File: config.mk
export PLATFORM = sky130hd
export DESIGN_NAME = rcb_cpl_splitter
export DESIGN_NICKNAME = d
export VERILOG_FILES = /design/src/rtl/rcb_cpl_pkg.sv /design/src/rtl/rcb_req_decode.sv /design/src/rtl/rcb_piece_calc.sv /design/src/rtl/rcb_cpl_splitter.sv
export SDC_FILE = /design/constraint.sdc
export NUM_CORES = 1
export LEC_CHECK = 0
export BUFFER_PORTS_ARGS = -buffer_cell sky130_fd_sc_hd__buf_2
export CELL_PAD_IN_SITES_DETAIL_PLACEMENT = 0
export CELL_PAD_IN_SITES_GLOBAL_PLACEMENT = 1
export CORE_UTILIZATION = 42
export DETAILED_ROUTE_END_ITERATION = 10
export PLACE_DENSITY = 0.95
export SYNTH_ARGS = -nofsm -noshare
export SYNTH_HDL_FRONTEND = slang
export SYNTH_SLANG_ARGS = --single-unit
File: constraint.sdc
create_clock -name clk -period 16.08 [get_ports clk]
set_clock_uncertainty 0.15 [all_clocks]
set_input_delay 2.412 -clock clk [delete_from_list [all_inputs] [get_ports clk]]
set_output_delay 2.412 -clock clk [all_outputs]
set_load 0.01 [all_outputs]
File: src/rtl/rcb_cpl_pkg.sv
package rcb_cpl_pkg;

    localparam int LEN_W      = 10;
    localparam int BC_W       = 12;
    localparam int LA_W       = 7;
    localparam int ADDR_LO_W  = LA_W - 2;
    localparam int TOT_W      = BC_W + 1;
    localparam int PIECE_W    = LA_W + 1;
    localparam int PIECE_DW_W = PIECE_W - 1;
    localparam int TC_W       = 3;
    localparam int ATTR_W     = 3;
    localparam int MAX_BYTES  = 1 << (LEN_W + 2);
    localparam int RCB_SMALL  = 64;
    localparam int RCB_LARGE  = 128;

    localparam logic [2:0] FMT_NODATA  = 3'b000;
    localparam logic [2:0] FMT_DATA    = 3'b010;
    localparam logic [4:0] TYPE_CPL    = 5'b01010;
    localparam logic [4:0] TYPE_CPL_LK = 5'b01011;
    localparam logic [2:0] STATUS_SC   = 3'b000;

    typedef enum logic [2:0] {
        KIND_MEM_RD    = 3'd0,
        KIND_MEM_RD_LK = 3'd1,
        KIND_IO_RD     = 3'd2,
        KIND_CFG_RD    = 3'd3,
        KIND_IO_WR     = 3'd4,
        KIND_CFG_WR    = 3'd5,
        KIND_ATOMIC    = 3'd6,
        KIND_RSVD      = 3'd7
    } req_kind_e;

    typedef enum logic [1:0] {
        CLS_SPLIT,
        CLS_ONE_DW,
        CLS_NODATA,
        CLS_ATOMIC
    } cpl_class_e;

endpackage

File: src/rtl/rcb_req_decode.sv
module rcb_req_decode
    import rcb_cpl_pkg::*;
(
    input  logic [2:0]           kind,
    input  logic [LEN_W-1:0]     len,
    input  logic [3:0]           fbe,
    input  logic [3:0]           lbe,
    input  logic [ADDR_LO_W-1:0] addr_lo,
    output cpl_class_e           cls,
    output logic                 locked,
    output logic [TOT_W-1:0]     total_bytes,
    output logic [LA_W-1:0]      start_lo
);

    logic [1:0]       first_off;
    logic [1:0]       first_hi;
    logic [1:0]       tail_drop;
    logic [TOT_W-1:0] len_bytes;

    // byte positions inside the first and last DW
    always_comb begin
        if (fbe[0])      first_off = 2'd0;
        else if (fbe[1]) first_off = 2'd1;
        else if (fbe[2]) first_off = 2'd2;
        else if (fbe[3]) first_off = 2'd3;
        else             first_off = 2'd0;

        if (fbe[3])      first_hi = 2'd3;
        else if (fbe[2]) first_hi = 2'd2;
        else if (fbe[1]) first_hi = 2'd1;
        else             first_hi = 2'd0;

        if (lbe[3])      tail_drop = 2'd0;
        else if (lbe[2]) tail_drop = 2'd1;
        else if (lbe[1]) tail_drop = 2'd2;
        else if (lbe[0]) tail_drop = 2'd3;
        else             tail_drop = 2'd0;
    end

    // total bytes owed by the request
    always_comb begin
        if (len == '0) len_bytes = TOT_W'(MAX_BYTES);
        else           len_bytes = TOT_W'({len, 2'b00});

        if (len == LEN_W'(1)) begin
            if (fbe == 4'b0000) total_bytes = TOT_W'(1);
            else total_bytes = TOT_W'(first_hi) - TOT_W'(first_off) + TOT_W'(1);
        end else begin
            total_bytes = len_bytes - TOT_W'(first_off) - TOT_W'(tail_drop);
        end
        start_lo = {addr_lo, first_off};
    end

    // completion class per request kind
    always_comb begin
        locked = (kind == KIND_MEM_RD_LK);
        case (kind)
            KIND_MEM_RD, KIND_MEM_RD_LK: cls = CLS_SPLIT;
            KIND_IO_RD, KIND_CFG_RD:     cls = CLS_ONE_DW;
            KIND_ATOMIC:                 cls = CLS_ATOMIC;
            default:                     cls = CLS_NODATA;
        endcase
    end

endmodule

File: src/rtl/rcb_piece_calc.sv
module rcb_piece_calc
    import rcb_cpl_pkg::*;
(
    input  logic [LA_W-1:0]       cur_lo,
    input  logic [TOT_W-1:0]      remaining,
    input  logic                  rcb_large,
    output logic [PIECE_W-1:0]    piece_bytes,
    output logic [PIECE_DW_W-1:0] piece_dw,
    output logic                  piece_last
);

    logic [PIECE_W-1:0] offset;
    logic [PIECE_W-1:0] room;
    logic [PIECE_W:0]   span;

    always_comb begin
        if (rcb_large) begin
            offset = PIECE_W'(cur_lo);
            room   = PIECE_W'(RCB_LARGE) - offset;
        end else begin
            offset = PIECE_W'(cur_lo[5:0]);
            room   = PIECE_W'(RCB_SMALL) - offset;
        end

        piece_last  = (remaining <= TOT_W'(room));
        piece_bytes = piece_last ? PIECE_W'(remaining) : room;

        span     = (PIECE_W+1)'(cur_lo[1:0]) + (PIECE_W+1)'(piece_bytes) + (PIECE_W+1)'(3);
        piece_dw = span[PIECE_W:2];
    end

endmodule

File: src/rtl/rcb_cpl_splitter.sv
module rcb_cpl_splitter
    import rcb_cpl_pkg::*;
#(
    parameter int ID_W  = 16,
    parameter int TAG_W = 8
) (
    input  logic                 clk,
    input  logic                 rst_n,
    input  logic                 rcb_128,
    input  logic [ID_W-1:0]      cpl_id,
    input  logic                 req_valid,
    output logic                 req_ready,
    input  logic [2:0]           req_kind,
    input  logic [ADDR_LO_W-1:0] req_addr_lo,
    input  logic [LEN_W-1:0]     req_len,
    input  logic [3:0]           req_fbe,
    input  logic [3:0]           req_lbe,
    input  logic [ID_W-1:0]      req_rid,
    input  logic [TAG_W-1:0]     req_tag,
    input  logic [TC_W-1:0]      req_tc,
    input  logic [ATTR_W-1:0]    req_attr,
    output logic                 hdr_valid,
    input  logic                 hdr_ready,
    output logic [2:0]           hdr_fmt,
    output logic [4:0]           hdr_type,
    output logic [TC_W-1:0]      hdr_tc,
    output logic [ATTR_W-1:0]    hdr_attr,
    output logic [LEN_W-1:0]     hdr_len,
    output logic [ID_W-1:0]      hdr_cpl_id,
    output logic [2:0]           hdr_status,
    output logic                 hdr_bcm,
    output logic [BC_W-1:0]      hdr_byte_cnt,
    output logic [ID_W-1:0]      hdr_rid,
    output logic [TAG_W-1:0]     hdr_tag,
    output logic [LA_W-1:0]      hdr_lower_addr
);

    typedef enum logic [1:0] {
        ST_IDLE,
        ST_SPLIT,
        ST_SINGLE
    } state_e;

    state_e state_q, state_d;

    // request context
    logic                  rcb_128_q;
    logic                  locked_q;
    logic [LA_W-1:0]       cur_lo_q;
    logic [TOT_W-1:0]      rem_q;
    logic                  sgl_data_q;
    logic [LEN_W-1:0]      sgl_len_q;
    logic [BC_W-1:0]       sgl_bc_q;
    logic [LA_W-1:0]       sgl_la_q;
    logic [ID_W-1:0]       rid_q;
    logic [ID_W-1:0]       cid_q;
    logic [TAG_W-1:0]      tag_q;
    logic [TC_W-1:0]       tc_q;
    logic [ATTR_W-1:0]     attr_q;

    // decoder outputs
    cpl_class_e            dec_cls;
    logic                  dec_locked;
    logic [TOT_W-1:0]      dec_total;
    logic [LA_W-1:0]       dec_start_lo;

    // piece calculator outputs
    logic [PIECE_W-1:0]    piece_bytes;
    logic [PIECE_DW_W-1:0] piece_dw;
    logic                  piece_last;

    logic                  accept;
    logic                  advance;

    rcb_req_decode i_decode (
        .kind        (req_kind),
        .len         (req_len),
        .fbe         (req_fbe),
        .lbe         (req_lbe),
        .addr_lo     (req_addr_lo),
        .cls         (dec_cls),
        .locked      (dec_locked),
        .total_bytes (dec_total),
        .start_lo    (dec_start_lo)
    );

    rcb_piece_calc i_piece (
        .cur_lo      (cur_lo_q),
        .remaining   (rem_q),
        .rcb_large   (rcb_128_q),
        .piece_bytes (piece_bytes),
        .piece_dw    (piece_dw),
        .piece_last  (piece_last)
    );

    assign accept  = (state_q == ST_IDLE) && req_valid;
    assign advance = (state_q == ST_SPLIT) && hdr_ready;

    // state register
    always_ff @(posedge clk or negedge rst_n) begin
        if (!rst_n) state_q <= ST_IDLE;
        else        state_q <= state_d;
    end

    // next-state logic
    always_comb begin
        state_d = state_q;
        unique case (state_q)
            ST_IDLE: begin
                if (req_valid) begin
                    if (dec_cls == CLS_SPLIT) state_d = ST_SPLIT;
                    else                      state_d = ST_SINGLE;
                end
            end
            ST_SPLIT: begin
                if (hdr_ready && piece_last) state_d = ST_IDLE;
            end
            ST_SINGLE: begin
                if (hdr_ready) state_d = ST_IDLE;
            end
            default: state_d = ST_IDLE;
        endcase
    end

    // context capture on accept, advance on each split handshake
    always_ff @(posedge clk or negedge rst_n) begin
        if (!rst_n) begin
            rcb_128_q  <= 1'b0;
            locked_q   <= 1'b0;
            cur_lo_q   <= '0;
            rem_q      <= '0;
            sgl_data_q <= 1'b0;
            sgl_len_q  <= '0;
            sgl_bc_q   <= '0;
            sgl_la_q   <= '0;
            rid_q      <= '0;
            cid_q      <= '0;
            tag_q      <= '0;
            tc_q       <= '0;
            attr_q     <= '0;
        end else if (accept) begin
            rcb_128_q <= rcb_128;
            locked_q  <= dec_locked;
            cur_lo_q  <= dec_start_lo;
            rem_q     <= dec_total;
            rid_q     <= req_rid;
            cid_q     <= cpl_id;
            tag_q     <= req_tag;
            tc_q      <= req_tc;
            attr_q    <= req_attr;
            unique case (dec_cls)
                CLS_ONE_DW: begin
                    sgl_data_q <= 1'b1;
                    sgl_len_q  <= LEN_W'(1);
                    sgl_bc_q   <= BC_W'(4);
                    sgl_la_q   <= dec_start_lo;
                end
                CLS_ATOMIC: begin
                    sgl_data_q <= 1'b1;
                    sgl_len_q  <= req_len;
                    sgl_bc_q   <= BC_W'({req_len, 2'b00});
                    sgl_la_q   <= '0;
                end
                CLS_NODATA: begin
                    sgl_data_q <= 1'b0;
                    sgl_len_q  <= '0;
                    sgl_bc_q   <= BC_W'(4);
                    sgl_la_q   <= '0;
                end
                default: begin
                    sgl_data_q <= 1'b1;
                    sgl_len_q  <= '0;
                    sgl_bc_q   <= '0;
                    sgl_la_q   <= '0;
                end
            endcase
        end else if (advance) begin
            cur_lo_q <= cur_lo_q + LA_W'(piece_bytes);
            rem_q    <= rem_q - TOT_W'(piece_bytes);
        end
    end

    // output decode
    always_comb begin
        req_ready      = 1'b0;
        hdr_valid      = 1'b0;
        hdr_fmt        = FMT_NODATA;
        hdr_type       = TYPE_CPL;
        hdr_len        = '0;
        hdr_byte_cnt   = '0;
        hdr_lower_addr = '0;
        hdr_tc         = tc_q;
        hdr_attr       = attr_q;
        hdr_rid        = rid_q;
        hdr_tag        = tag_q;
        hdr_cpl_id     = cid_q;
        hdr_status     = STATUS_SC;
        hdr_bcm        = 1'b0;
        unique case (state_q)
            ST_IDLE: begin
                req_ready = 1'b1;
            end
            ST_SPLIT: begin
                hdr_valid      = 1'b1;
                hdr_fmt        = FMT_DATA;
                hdr_type       = locked_q ? TYPE_CPL_LK : TYPE_CPL;
                hdr_len        = LEN_W'(piece_dw);
                hdr_byte_cnt   = rem_q[BC_W-1:0];
                hdr_lower_addr = cur_lo_q;
            end
            ST_SINGLE: begin
                hdr_valid      = 1'b1;
                hdr_fmt        = sgl_data_q ? FMT_DATA : FMT_NODATA;
                hdr_len        = sgl_len_q;
                hdr_byte_cnt   = sgl_bc_q;
                hdr_lower_addr = sgl_la_q;
            end
            default: begin
                req_ready = 1'b0;
            end
        endcase
    end

endmodule

## Yosys cells after proc, flatten, opt, wreduce, memory -nomap -nowiden

Cells that the tools add are included.

- Register bits after elaboration: 100
- Output and inout bits: 89
- Word-level logic and storage cells: 91

- $add $sub $neg: 10
- Magnitude comparators: 1
- Equality and inequality tests: 13
- Muxes and demuxes: 39
- Reduce and logical (&&, ||, !) cells: 14

Operators by type and width:

| operator | count |
|---|---|
| 2-to-1 mux 13 bit | 5 |
| one-hot mux 12 bit (2 select lines) | 2 |
| one-hot mux 10 bit (2 select lines) | 2 |
| 2-to-1 mux 2 bit | 15 |
| subtractor 13 x 2 -> 13 bit | 2 |
| 2-to-1 mux 7 bit | 3 |
| 2-to-1 mux 8 bit | 2 |
| one-hot mux 7 bit (2 select lines) | 1 |
| adder 13 x 1 -> 13 bit, second input constant | 1 |
| less-or-equal comparator 13 x 8 -> 1 bit | 1 |
| subtractor 13 x 8 -> 13 bit | 1 |
| one-hot mux 2 bit (3 select lines) | 2 |
| equality test 10 x 1 -> 1 bit, second input constant | 1 |
| zero test 10 bit | 1 |
| adder 2 x 8 -> 9 bit | 1 |
| adder 9 x 2 -> 9 bit, second input constant | 1 |
| OR reduction 2 bit | 4 |
| subtractor 7 x 6 -> 8 bit, first input constant | 1 |
| subtractor 8 x 7 -> 8 bit, first input constant | 1 |
| adder 7 bit | 1 |
| equality test 2 bit, second input constant | 3 |
| equality test 3 x 2 -> 1 bit, second input constant | 2 |
| 2-to-1 mux 1 bit | 6 |
| equality test 2 x 1 -> 1 bit, second input constant | 2 |
| other kinds (12) | 16 |

## Logic depth before layout (Yosys ltp)

- Word-level depth: 9
- Mapped depth: 25
- Mapped depth without buffers: 23

## By module

From an unflattened synthesis, not the netlist that was laid out.

- Cell total of the unflattened synthesis: 732
- Area, all modules: 5975.7 µm²

By module, submodules not included:

| module | instances | cells an instance | area an instance (µm²) | seq. area each (µm²) |
|---|---|---|---|---|
| rcb_cpl_splitter | 1 | 546 | 4667.0 | 2227.1 |
| rcb_piece_calc | 1 | 100 | 704.4 | 0.0 |
| rcb_req_decode | 1 | 86 | 604.3 | 0.0 |

## Worst setup path after synthesis

Ideal clock, no wire load.

- Path type: register to output
- Start point: register cur_lo_q[1]
- End point: output hdr_len[3]
- Arrival: 5163 ps
- Required time: 13518 ps
- Slack: 8355 ps
- Stages on the path, launching flop included: 26
- Path buffers: 3
- Cell sequence: dfrtp_1 -> inv_1 -> ha_1 -> or3b_1 -> buf_2 -> or4_4 -> nand2_4 -> inv_1 -> ha_1 -> a21o_1 -> a31oi_1 -> o21ai_1 -> nor2_1 -> clkbuf_1 -> buf_2 -> a21o_1 -> inv_1 -> ha_1 -> nor2_1 -> fa_1 -> inv_1 -> or2_2 -> or2_2 -> xor2_1 -> o211ai_1 -> nand2_1

- Longest elaborated chain between the ends: 7

Ends and longest elaborated chain:

| what | RTL line | RTL |
|---|---|---|
| from (decl) | rcb_cpl_splitter.sv:49 | `logic [LA_W-1:0] cur_lo_q;` |
| from (signal assigned) | rcb_cpl_splitter.sv:144 | `cur_lo_q <= dec_start_lo;` |
| from (signal assigned) | rcb_cpl_splitter.sv:178 | `cur_lo_q <= cur_lo_q + LA_W'(piece_bytes);` |
| subtractor 8 x 7 -> 8 bit or subtractor 7 x 6 -> 8 bit (tied branches) | rcb_piece_calc.sv:19, rcb_piece_calc.sv:22 |  |
| 2-to-1 mux 8 bit | rcb_piece_calc.sv:17 | `if (rcb_large) begin` |
| less-or-equal comparator 13 x 8 -> 1 bit | rcb_piece_calc.sv:25 | `piece_last = (remaining <= TOT_W'(room));` |
| 2-to-1 mux 8 bit | rcb_piece_calc.sv:26 | `piece_bytes = piece_last ? PIECE_W'(remaining) : room;` |
| adder 2 x 8 -> 9 bit (*) | rcb_piece_calc.sv:28 | `span = (PIECE_W+1)'(cur_lo[1:0]) + (PIECE_W+1)'(piece_bytes) + (PIECE_W+1)'(3);` |
| adder 9 x 2 -> 9 bit (*) | rcb_piece_calc.sv:28 |  |
| one-hot mux 10 bit (2 select lines) (*) | rcb_cpl_splitter.sv:199 | `unique case (state_q)` |
| to (decl) | rcb_cpl_splitter.sv:28 | `output logic [LEN_W-1:0] hdr_len,` |

Mark *: on every way between the ends. The rest lies on a longest branch, timed or not.

## Worst setup path after layout

Same ends and word-level chain as after synthesis.

==> flow_summary.yaml <==
synthesis:
  synth_top_cell_by_area: "dfrtp_1"
  synth_top_area_share: 0.380
  ys_async_sr_fraction: 1.00
  seq_area_frac_synth: 0.380
  synth_ff_type: "dfrtp_1"
  ys_types: 57
  postSynthCellCount: 702
  yosysWarningCount: 0
  synth_edf_count: 0
  syn_area_sq_um: 5860
  ys_ff_latch: 89
  synth_area_leaders: "dfrtp_1 38%, nand2_1 11%, ha_1 7.7%"
  avgSynthCellArea_sq_um: 8.35
floorplanning:
  num_rows: 42
  ios: 166
  die_h_microns: 120
  dieArea_sq_um: 14400
  start_util: 0.437
  die_x_microns: 120
  coreArea_sq_um: 13400
timing:
  setup-violations-final: 0
  fin_crit_ns: 8.28
  period_share: 0.515
  relSlewSlack: 0.301
  hold_ws_ns: 0.318
  worst_slack_ns: 7.80
  setup-tns-final_ns: 0
  worst_slew_pin_slew_ns: 1.05
  rsz0062_at_grt: "no"
  maxSlewViolCount: 0
  fmax_ghz: 0.121
  hold_violations: 0
power:
  power.leakage_nw: 3.64
  switching_share: 0.464
  p_seq_frac: 0.280
  pwr-share-comb: 0.572
  p_per_area_nw_per_um2: 206
  p_int_w: 0.000777
  ir_worst_vdd_mv: 0.0983
  switching_power_w: 0.000673
  clkPwrFrac: 0.148
setup_path:
  worstSetupPathType: "register to output port"
  cp_common_cell: "inv_1"
  cp_max_fo: 8
  path_cells: "inv_1 -> ha_1 -> or3b_1 -> or4_4 -> nand2_4 -> inv_1 -> ha_1 -> a21o_1 -> a31oi_1 -> o21ai_1 -> nor2_1 -> nor2_1 -> a21o_1 -> inv_1 -> ha_1 -> nor2_1 -> fa_1 -> inv_1 -> or2_2 -> or2_2 -> xor2_1 -> o211ai_1 -> nand2_1 -> buf_2"
  crit_slowest_cell: "or4_4"
  cp.arrival_ns: 5.72
  crit_required_ns: 13.52
  crit_buf_inv: 5
  critical-path-top-delay-family: "simple AND/OR/NAND/NOR gates"
  slowest_delay_ns: 0.46
  cp-end-kind: "output port"
  start_kind: "register"
place:
  dp_hpwl_microns: 11700
  io_buffers: 155
  dp_slack_ns: 8.22
  gp_congestion: 0.912
finish:
  finalNetCount: 955
  mostFrequentLayoutCells: "177 x nand2_1, 154 x buf_2, 89 x dfrtp_1, 41 x a21oi_1"
  drive_gt1_frac: 0.222
  area_delta_synth_final_pct: 20.0
  antenna_cells: 0
  layout_commonest_cell: "nand2_1"
cts:
  cts_hold_buffers: 0
  post_cts_resize_count: 0
  clk_path_buf_depth: 2
  cts_buffers: 9
  cts_sinks: 89
  cts_tree: "built"
  cts_max_level: 3
  cts_root_buf: "clkbuf_16"
  cts.clk_slew.worst_paths_ns: 0.07
  worstSkewPairLatency_ns: 0.34
  cts_setup_buffers: 0
global_routing:
  grtUsageTotal: 0.224
  overflow: 0
  grt_pass1_wl_microns: 25700
  grt_antenna_before_repair: 0
  grt_max_degree: 77
  grt_pass1_vias: 5196
drt:
  avgRoutedWirePerCell_microns: 15.4
  vias_per_cell: 5.30
  wl_microns: 15600
  drt_pre_antenna_iters: 5
  num_vias: 5400
  drt_iter0_markers: 366
  antenna_left: 0
  drc: 0
hold_path:
  min_path_type: "register to register"
status:
  status: "complete, no violations"
job:
  cap_violations: 0
==> sequential cells by signal (all words and copies together) (netlist names), 3 cells and up <==
| name | cells |
|---|---|
| hdr_tag | 8 |
| sgl_bc_q | 10 |
| hdr_rid | 16 |
| sgl_la_q | 7 |
| hdr_attr | 3 |
| hdr_cpl_id | 16 |
| rem_q | 13 |
| cur_lo_q | 7 |
| hdr_tc | 3 |
==> Yosys cell counts, drive strengths merged (2+ instances only) <==
cell type	instances
nor4	4
o211ai	4
nand3b	3
mux2i	5
nor2b	7
o21ai	27
nor3	15
a31oi	7
o31ai	7
nand3	12
o22ai	4
and2	6
a21o	14
dfrtp	89
or2	3
fa	5
nand4	3
a21oi	41
or3	6
o21a	3
a2111oi	3
nor2	36
ha	36
xnor2	16
or4	7
o21bai	5
conb	2
xor2	7
buf	17
clkbuf	28
and3	6
nand2	179
a211oi	12
a22o	36
inv	31
nand2b	5
==> final cells by class <==
type                            instances  area [sq um]
Clock buffer                           10           229
Sequential cell                        89          2230
Fill cell                            1304          6370
Inverter                               31           116
Clock inverter                          6          76.3
Tap cell                              176           220
Timing Repair Buffer                  161           823
Multi-Input combinational cell        545          3340
==> worst min-delay path, cell delays in order (launching register included) <==
cell and delay (ns):
dfrtp_1 0.34, nand2_1 0.05, nand2_1 0.05
==> routing by layer <==
layer,GRT usage,vias up,part of all wire,wire length [microns]
li1,-,2684,-,-
met5,0,-,0,0
met3,0.0390,21,0.059,921
met1,0.315,2548,0.47,7320
met2,0.346,147,0.45,7070
met4,0.0805,0,0.021,329
==> cells by family after synthesis <==
kind of cell | share of synthesized area
AOI/OAI and AO/OA | 0.203
xor gates and xnor gates | 0.0344
adders and majority gates | 0.0939
buffers and inverters | 0.0555
DFF | 0.380
muxes | 0.00854
other | 0.00128
and+or+nand+nor | 0.223
==> stage by stage <==
stage	utilization	cells	power [W]	instance area, sq um
after floorplan	-	710	0.000982	5890
after global placement	0.502	1002	0.00122	6730
after detailed placement	0.502	1002	0.00123	6730
after CTS	0.525	1018	0.00145	7030
after global routing	0.525	1018	0.00158	7030
final	0.525	1018	0.00145	7030
==> power by group through the flow <==
stage | sequential (W) | combinational (W) | clock [W]
global route | 0.000419 | 0.000929 | 0.000229
global placement | 0.000405 | 0.000810 | 0
floorplan | 0.000409 | 0.000573 | 0
CTS | 0.000405 | 0.000827 | 0.000221
detailed placement | 0.000406 | 0.000820 | 0
finish | 0.000406 | 0.000829 | 0.000215
==> path summary, 6_finish.rpt <==
path / start / to / slack, ns / cells after the start
worst max register to register: cur_lo_q[1] / rem_q[12] / 9.74 / 22
min in group asynchronous: rst_n / hdr_rid[0] / 1.75 / 1
worst min register to register: hdr_rid[13] / hdr_rid[13] / 0.32 / 2
worst min-delay path: hdr_rid[13] / hdr_rid[13] / 0.32 / 2
worst max-delay path: cur_lo_q[1] / hdr_len[3] / 7.80 / 24
max in group asynchronous: rst_n / locked_q / 12.86 / 2
Power figures use the tool's default switching activity.
